--- config.mk ---
export PLATFORM = sky130hd
export DESIGN_NAME = spi_burst_sequencer
export DESIGN_NICKNAME = d
export VERILOG_FILES = /design/src/rtl/burstseq_pkg.sv /design/src/rtl/byte_fifo.sv /design/src/rtl/xchg_ctrl.sv /design/src/rtl/spi_burst_sequencer.sv
export SDC_FILE = /design/constraint.sdc
export NUM_CORES = 1
export LEC_CHECK = 0
export BUFFER_PORTS_ARGS = -buffer_cell sky130_fd_sc_hd__buf_2
export CAP_MARGIN = 30
export CORE_ASPECT_RATIO = 0.75
export CORE_MARGIN = 4
export CORE_UTILIZATION = 25
export DETAILED_ROUTE_END_ITERATION = 7
export MAX_ROUTING_LAYER = met4
export PLACE_DENSITY = 0.49
export REMOVE_ABC_BUFFERS = 1
export SLEW_MARGIN = 20
export SYNTH_ARGS = -nofsm -noshare
export SYNTH_HDL_FRONTEND = slang
export SYNTH_SLANG_ARGS = --single-unit
--- constraint.sdc ---
create_clock -name clk -period 3.52 [get_ports clk]
set_input_delay 0 -clock clk [delete_from_list [all_inputs] [get_ports clk]]
set_output_delay 0 -clock clk [all_outputs]
set_load 0.03 [all_outputs]
--- src/rtl/burstseq_pkg.sv ---
package burstseq_pkg;

  localparam int BYTE_W = 8;

  typedef enum logic [2:0] {
    SQ_IDLE,
    SQ_FETCH,
    SQ_ISSUE,
    SQ_WAIT,
    SQ_FINISH
  } seq_state_e;

endpackage

--- src/rtl/byte_fifo.sv ---
module byte_fifo #(
  parameter int W     = 8,
  parameter int DEPTH = 8
) (
  input  logic         clk,
  input  logic         rst_n,
  input  logic         wr_en,
  input  logic [W-1:0] wr_data,
  input  logic         rd_en,
  output logic [W-1:0] rd_data,
  output logic         full,
  output logic         empty
);
  localparam int AW = (DEPTH > 1) ? $clog2(DEPTH) : 1;
  localparam int LW = $clog2(DEPTH + 1);
  localparam logic [AW-1:0] LAST_PTR = AW'(DEPTH - 1);
  localparam logic [LW-1:0] FULL_LVL = LW'(DEPTH);

  logic [W-1:0]  mem [DEPTH];
  logic [AW-1:0] wr_ptr, rd_ptr;
  logic [LW-1:0] level;
  logic          do_wr, do_rd;

  function automatic logic [AW-1:0] ptr_next(input logic [AW-1:0] p);
    return (p == LAST_PTR) ? '0 : p + 1'b1;
  endfunction

  function automatic logic [LW-1:0] level_next(input logic [LW-1:0] l,
                                               input logic up, input logic dn);
    logic [LW-1:0] r;
    r = l;
    if (up && !dn) r = l + 1'b1;
    if (dn && !up) r = l - 1'b1;
    return r;
  endfunction

  assign full    = (level == FULL_LVL);
  assign empty   = (level == '0);
  assign do_wr   = wr_en && !full;
  assign do_rd   = rd_en && !empty;
  assign rd_data = mem[rd_ptr];

  always_ff @(posedge clk) begin
    if (do_wr) mem[wr_ptr] <= wr_data;
  end

  always_ff @(posedge clk or negedge rst_n) begin
    if (!rst_n) begin
      wr_ptr <= '0;
      rd_ptr <= '0;
      level  <= '0;
    end else begin
      if (do_wr) wr_ptr <= ptr_next(wr_ptr);
      if (do_rd) rd_ptr <= ptr_next(rd_ptr);
      level <= level_next(level, do_wr, do_rd);
    end
  end

  // a write on a full queue without a read leaves the fill unchanged
  assert_no_overflow_R11: assert property (@(posedge clk) disable iff (!rst_n)
    (wr_en && full && !rd_en) |=> (level == $past(level)));

  // reads are only issued on a non-empty queue
  assert_read_nonempty_R2: assert property (@(posedge clk) disable iff (!rst_n)
    rd_en |-> !empty);

endmodule

--- src/rtl/xchg_ctrl.sv ---
module xchg_ctrl
  import burstseq_pkg::*;
#(
  parameter int CNT_W = 24
) (
  input  logic              clk,
  input  logic              rst_n,
  input  logic              start,
  input  logic              skip_mode,
  input  logic [CNT_W-1:0]  burst_len,
  input  logic [CNT_W-1:0]  skip_len,
  input  logic              tx_empty,
  input  logic [BYTE_W-1:0] tx_data,
  output logic              tx_pop,
  output logic              sh_start,
  output logic [BYTE_W-1:0] sh_txd,
  input  logic              sh_done,
  input  logic [BYTE_W-1:0] sh_rxd,
  input  logic              rx_full,
  output logic              rx_push,
  output logic [BYTE_W-1:0] rx_wdata,
  output logic              rx_drop,
  output logic              busy,
  output logic              complete
);
  localparam logic [CNT_W-1:0] ONE = {{(CNT_W-1){1'b0}}, 1'b1};

  seq_state_e        state;
  logic [CNT_W-1:0]  burst_left, skip_left;
  logic              lim_q;
  logic [BYTE_W-1:0] txd_q;
  logic              outstanding;

  // named internal events
  logic ex_done;
  logic skipping;
  logic last_xchg;
  logic fetch_dry;

  function automatic logic [CNT_W-1:0] count_down(input logic [CNT_W-1:0] v);
    return (v == '0) ? '0 : v - ONE;
  endfunction

  function automatic logic burst_ends(input logic lim, input logic [CNT_W-1:0] left);
    return lim && (left == ONE);
  endfunction

  assign ex_done   = (state == SQ_WAIT) && sh_done;
  assign skipping  = (skip_left != '0);
  assign last_xchg = burst_ends(lim_q, burst_left);
  assign fetch_dry = (state == SQ_FETCH) && tx_empty;

  assign tx_pop   = (state == SQ_FETCH) && !tx_empty;
  assign sh_start = (state == SQ_ISSUE);
  assign sh_txd   = txd_q;
  assign rx_wdata = sh_rxd;
  assign rx_push  = ex_done && !skipping && !rx_full;
  assign rx_drop  = ex_done && !skipping && rx_full;
  assign busy     = (state != SQ_IDLE);
  assign complete = (state == SQ_FINISH);

  always_ff @(posedge clk or negedge rst_n) begin
    if (!rst_n) begin
      state      <= SQ_IDLE;
      burst_left <= '0;
      skip_left  <= '0;
      lim_q      <= 1'b0;
      txd_q      <= '0;
    end else begin
      unique case (state)
        SQ_IDLE: if (start) begin
          burst_left <= burst_len;
          skip_left  <= skip_mode ? skip_len : '0;
          lim_q      <= (burst_len != '0);
          state      <= SQ_FETCH;
        end
        SQ_FETCH: if (tx_empty) begin
          state <= SQ_FINISH;
        end else begin
          txd_q <= tx_data;
          state <= SQ_ISSUE;
        end
        SQ_ISSUE: state <= SQ_WAIT;
        SQ_WAIT: if (sh_done) begin
          skip_left <= count_down(skip_left);
          if (lim_q) burst_left <= count_down(burst_left);
          state <= last_xchg ? SQ_FINISH : SQ_FETCH;
        end
        SQ_FINISH: state <= SQ_IDLE;
        default: state <= SQ_IDLE;
      endcase
    end
  end

  always_ff @(posedge clk or negedge rst_n) begin
    if (!rst_n)        outstanding <= 1'b0;
    else if (sh_start) outstanding <= 1'b1;
    else if (sh_done)  outstanding <= 1'b0;
  end

  // only one exchange in flight at the shift engine
  assert_single_outstanding_R2: assert property (@(posedge clk) disable iff (!rst_n)
    sh_start |-> !outstanding);

  // the outgoing byte holds steady while the engine works
  assert_txd_stable_R2: assert property (@(posedge clk) disable iff (!rst_n)
    (state == SQ_WAIT && !sh_done) |=> $stable(sh_txd));

  // every discarded leading reply consumes one unit of the skip count
  assert_skip_drains_R4: assert property (@(posedge clk) disable iff (!rst_n)
    (ex_done && skipping) |=> (skip_left == $past(skip_left) - ONE));

  // the final counted exchange leads straight to completion
  assert_burst_stop_R5: assert property (@(posedge clk) disable iff (!rst_n)
    (ex_done && last_xchg) |=> complete);

  // a dry transmit queue at fetch time ends the burst
  assert_empty_stop_R6: assert property (@(posedge clk) disable iff (!rst_n)
    fetch_dry |=> complete);

  // completion is a single-cycle pulse followed by idle
  assert_complete_pulse_R9: assert property (@(posedge clk) disable iff (!rst_n)
    complete |=> (!complete && !busy));

  // an accepted start makes the block busy
  assert_start_busy_R9: assert property (@(posedge clk) disable iff (!rst_n)
    (start && !busy) |=> busy);

  // a drop never coincides with a store
  assert_drop_excl_R8: assert property (@(posedge clk) disable iff (!rst_n)
    !(rx_drop && rx_push));

endmodule

--- src/rtl/spi_burst_sequencer.sv ---
module spi_burst_sequencer
  import burstseq_pkg::*;
#(
  parameter int FIFO_DEPTH = 8,
  parameter int CNT_W      = 24
) (
  input  logic              clk,
  input  logic              rst_n,
  input  logic              tx_wr,
  input  logic [BYTE_W-1:0] tx_wdata,
  output logic              tx_full,
  output logic              tx_empty,
  input  logic              rx_rd,
  output logic [BYTE_W-1:0] rx_rdata,
  output logic              rx_empty,
  output logic              rx_full,
  input  logic              start,
  input  logic              skip_mode,
  input  logic [CNT_W-1:0]  burst_len,
  input  logic [CNT_W-1:0]  skip_len,
  output logic              sh_start,
  output logic [BYTE_W-1:0] sh_txd,
  input  logic              sh_done,
  input  logic [BYTE_W-1:0] sh_rxd,
  output logic              rx_drop,
  output logic              busy,
  output logic              complete
);
  logic              tx_pop;
  logic [BYTE_W-1:0] tx_head;
  logic              rx_push;
  logic [BYTE_W-1:0] rx_wdata;

  byte_fifo #(.W(BYTE_W), .DEPTH(FIFO_DEPTH)) u_txq (
    .clk     (clk),
    .rst_n   (rst_n),
    .wr_en   (tx_wr),
    .wr_data (tx_wdata),
    .rd_en   (tx_pop),
    .rd_data (tx_head),
    .full    (tx_full),
    .empty   (tx_empty)
  );

  xchg_ctrl #(.CNT_W(CNT_W)) u_ctrl (
    .clk       (clk),
    .rst_n     (rst_n),
    .start     (start),
    .skip_mode (skip_mode),
    .burst_len (burst_len),
    .skip_len  (skip_len),
    .tx_empty  (tx_empty),
    .tx_data   (tx_head),
    .tx_pop    (tx_pop),
    .sh_start  (sh_start),
    .sh_txd    (sh_txd),
    .sh_done   (sh_done),
    .sh_rxd    (sh_rxd),
    .rx_full   (rx_full),
    .rx_push   (rx_push),
    .rx_wdata  (rx_wdata),
    .rx_drop   (rx_drop),
    .busy      (busy),
    .complete  (complete)
  );

  byte_fifo #(.W(BYTE_W), .DEPTH(FIFO_DEPTH)) u_rxq (
    .clk     (clk),
    .rst_n   (rst_n),
    .wr_en   (rx_push),
    .wr_data (rx_wdata),
    .rd_en   (rx_rd),
    .rd_data (rx_rdata),
    .full    (rx_full),
    .empty   (rx_empty)
  );

endmodule

==> flow_summary.json <==
{
  "crit_arrival_ns": 3.71,
  "antenna_found_initial": 1,
  "drc_errors": 0,
  "core_mm2": 0.0386,
  "regToRegSetupSlack_ns": 0.20,
  "cp_slowest_stage_delay_ns": 0.60,
  "regArea_mm2": 0.00585,
  "synth_warnings": 0,
  "synth_edf_count": 128,
  "start_util": 0.255,
  "clk_latency_ns": 0.51,
  "io_buffers": 94,
  "cts_tree": "done",
  "synth_area_mm2": 0.00984,
  "synth_area_leader_cell": "edfxtp_1",
  "routed_wl_um": 25400,
  "stdcell_count": 1462,
  "grt_pass1_vias": 6956,
  "worstSetupEndpoint": "u_rxq.level[3]",
  "crit_type": "reg2reg",
  "async_flop_share": 0.385,
  "r2r.worst_path.cells": 11,
  "critPathLaunch": "u_ctrl.skip_left[9]",
  "max-vdd-ir-drop_uv": 340,
  "die_w_um": 237,
  "layout-drive-gt1-share": 0.244,
  "synth-seq-cells": 208,
  "relSlewSlack": 0.390,
  "io_pins": 95,
  "crit_family": "simple AND/OR/NAND/NOR gates",
  "fin_crit_ns": 3.32,
  "cp-end-kind": "register",
  "wire_per_inst_um": 17.4,
  "rsz0062_at_grt": "no",
  "clkTransAtPathRegs_ns": 0.06,
  "r2r-start": "u_ctrl.skip_left[9]",
  "fin_tns_setup_ns": 0,
  "postCtsSetupRepairBufs": 0,
  "slew_violations": 0,
  "slowest_stage": "or4_4",
  "rows": 62,
  "clockBufferDepth": 3,
  "critPathMaxFanout": 6,
  "synth_top_flop_cell": "edfxtp_1",
  "max_freq_mhz": 302,
  "area_growth_pct": 28.1,
  "multi_input_area_mm2": 0.00376,
  "crit_buf_inv": 1,
  "fin_crit_sh": 0.942,
  "crit_path_start_kind": "register",
  "dp.final_hpwl_um": 17200,
  "p_leak_nw": 4.76,
  "timing.critical_path.mode_cell": "ha_1",
  "power.density_mw_per_mm2": 799,
  "worstPathRequired_ns": 3.91,
  "dp.cells": 1349,
  "setup_viol": 0,
  "run_status": "complete, no violations",
  "cts_sinks": 208,
  "hp-class": "in2reg",
  "ys_seq_area_frac": 0.594,
  "ant_nets": 0,
  "layout_commonest_cell": "edfxtp_1",
  "track_usage": 0.121,
  "nets": 1025,
  "die_h_um": 180,
  "fillers": 3812,
  "clk_root_buffer_cell": "clkbuf_16",
  "grt_overflow": 0,
  "yosys.area.top_type_share": 0.391,
  "hold_viol": 0,
  "place_congestion": 0.807,
  "numCtsBuffers": 23,
  "synth_cell_types": 70,
  "first_pass_iters": 5,
  "avgSynthCellArea_um2": 13.2,
  "path_cells": "or4_4, or4b_4, nor4_4, inv_1, ha_1, ha_1, a21o_1, a21oi_1, xnor2_1, nor2_1, xor2_1",
  "synthesis.instances": 747,
  "via_count": 6966,
  "crit_cells": 11,
  "grt_max_degree": 60,
  "tightest_slew_ns": 0.908,
  "grt_pass1_wl_um": 40400,
  "drv_cap": 0,
  "die_area_mm2": 0.0426,
  "ys_top_cells_by_area": "edfxtp_1, dfrtp_1, mux4_2",
  "vias_per_cell": 4.76,
  "htreeDepth": 1,
  "skew_ns": 0.00874,
  "final_cell_mix": "edfxtp_1, buf_2, dfrtp_1, nand2_1, dlygate4sd3_1",
  "drt_iter0_markers": 499,
  "r2r_end": "u_rxq.level[3]"
}
[layer usage]
metal  routed length, µm  global-route usage  vias up
met5                   0                   -        -
met4                 527              0.0275        0
met3                1110              0.0210       32
met2               11200               0.173      147
met1               12500               0.178     3454
li1                    -                   -     3333
[worst min-delay path by stage]
| stage | cells after the start | slack [ns] | startpoint | endpoint |
|---|---|---|---|---|
| floorplan | 0 | -0.30 | rst_n | u_ctrl.burst_left[0] |
| global placement | 1 | 0.16 | rst_n | u_ctrl.burst_left[13] |
| detailed placement | 1 | 0.15 | rst_n | u_ctrl.burst_left[13] |
| CTS | 4 | 0.04 | skip_mode | u_ctrl.skip_left[19] |
| global route | 4 | 0.1 | skip_mode | u_ctrl.skip_left[19] |
| finish | 4 | 0.08 | skip_mode | u_ctrl.skip_left[19] |
[metrics by stage]
step | util | setup WS (ns) | power, W | hold slack, ns | area, µm²
2_1_floorplan | - | 0.0566 | 0.00623 | -0.296 | 9660
3_3_place_gp | 0.288 | 0.211 | 0.00749 | 0.160 | 11100
3_5_place_dp | 0.288 | 0.191 | 0.00751 | 0.153 | 11100
4_1_cts | 0.327 | 0.186 | 0.0102 | 0.0441 | 12600
5_1_grt | 0.327 | 0.0486 | 0.0108 | 0.0952 | 12600
6_report | 0.327 | 0.205 | 0.0101 | 0.0821 | 12600
[where the power goes]
group / switching (W) / internal, W / leakage [nW] / total [W]
combinational: 0.00204 / 0.00165 / 2.23 / 0.00368
sequential: 0.000672 / 0.00314 / 2.14 / 0.00381
clock: 0.000985 / 0.00159 / 0.393 / 0.00258
[tightest hold or removal path, cell delays in order]
cell and delay (ns):
buf_2 0.10, and2_1 0.24, nand3_1 0.13, nand3_1 0.07
[registers in the layout, indices dropped and copies added (netlist names)]
| signal | flops |
|---|---|
| u_ctrl.burst_left | 24 |
| u_ctrl.lim_q | 1 |
| u_ctrl.sh_txd | 8 |
| u_ctrl.skip_left | 24 |
| u_ctrl.state | 3 |
| u_rxq.level | 4 |
| u_rxq.mem | 64 |
| u_rxq.rd_ptr | 3 |
| u_rxq.wr_ptr | 3 |
| u_txq.level | 4 |
| u_txq.mem | 64 |
| u_txq.rd_ptr | 3 |
| u_txq.wr_ptr | 3 |
[cell families after synthesis]
logic type / Yosys count / share of synthesized area
AND/OR/NAND/NOR: 243 / 0.130
flip-flops: 208 / 0.594
AO/OA/AOI/OAI: 147 / 0.112
buffers and inverters: 62 / 0.0259
multiplexers: 58 / 0.103
adder cells (fa/ha/maj): 21 / 0.0282
XOR/XNOR: 8 / 0.00712
[Yosys cell counts, types with 14 or more instances]
library cell	number
nand3_1	17
dfrtp_1	80
a221o_1	14
nor4_1	23
or3_1	15
clkbuf_1	32
nand2_1	72
o21ai_0	31
ha_1	19
nor2_1	34
mux4_2	32
o31ai_1	16
nor3_1	30
inv_1	21
edfxtp_1	128
[final cells by class]
type,instances,share of cell area
inverters,21,0.00625
clock buffers,27,0.0476
multi-input cells,477,0.298
diodes,1,0.000198
flip-flops and latches,208,0.464
clock inverters,14,0.0165
repair buffers,202,0.117
well taps,512,0.0508
[repair_timing]
action	4_1_cts	5_1_grt
resized for setup	0	0
hold buffers	71	0
hold endpoints to repair	241	0
(Power assumes the default switching activity.)
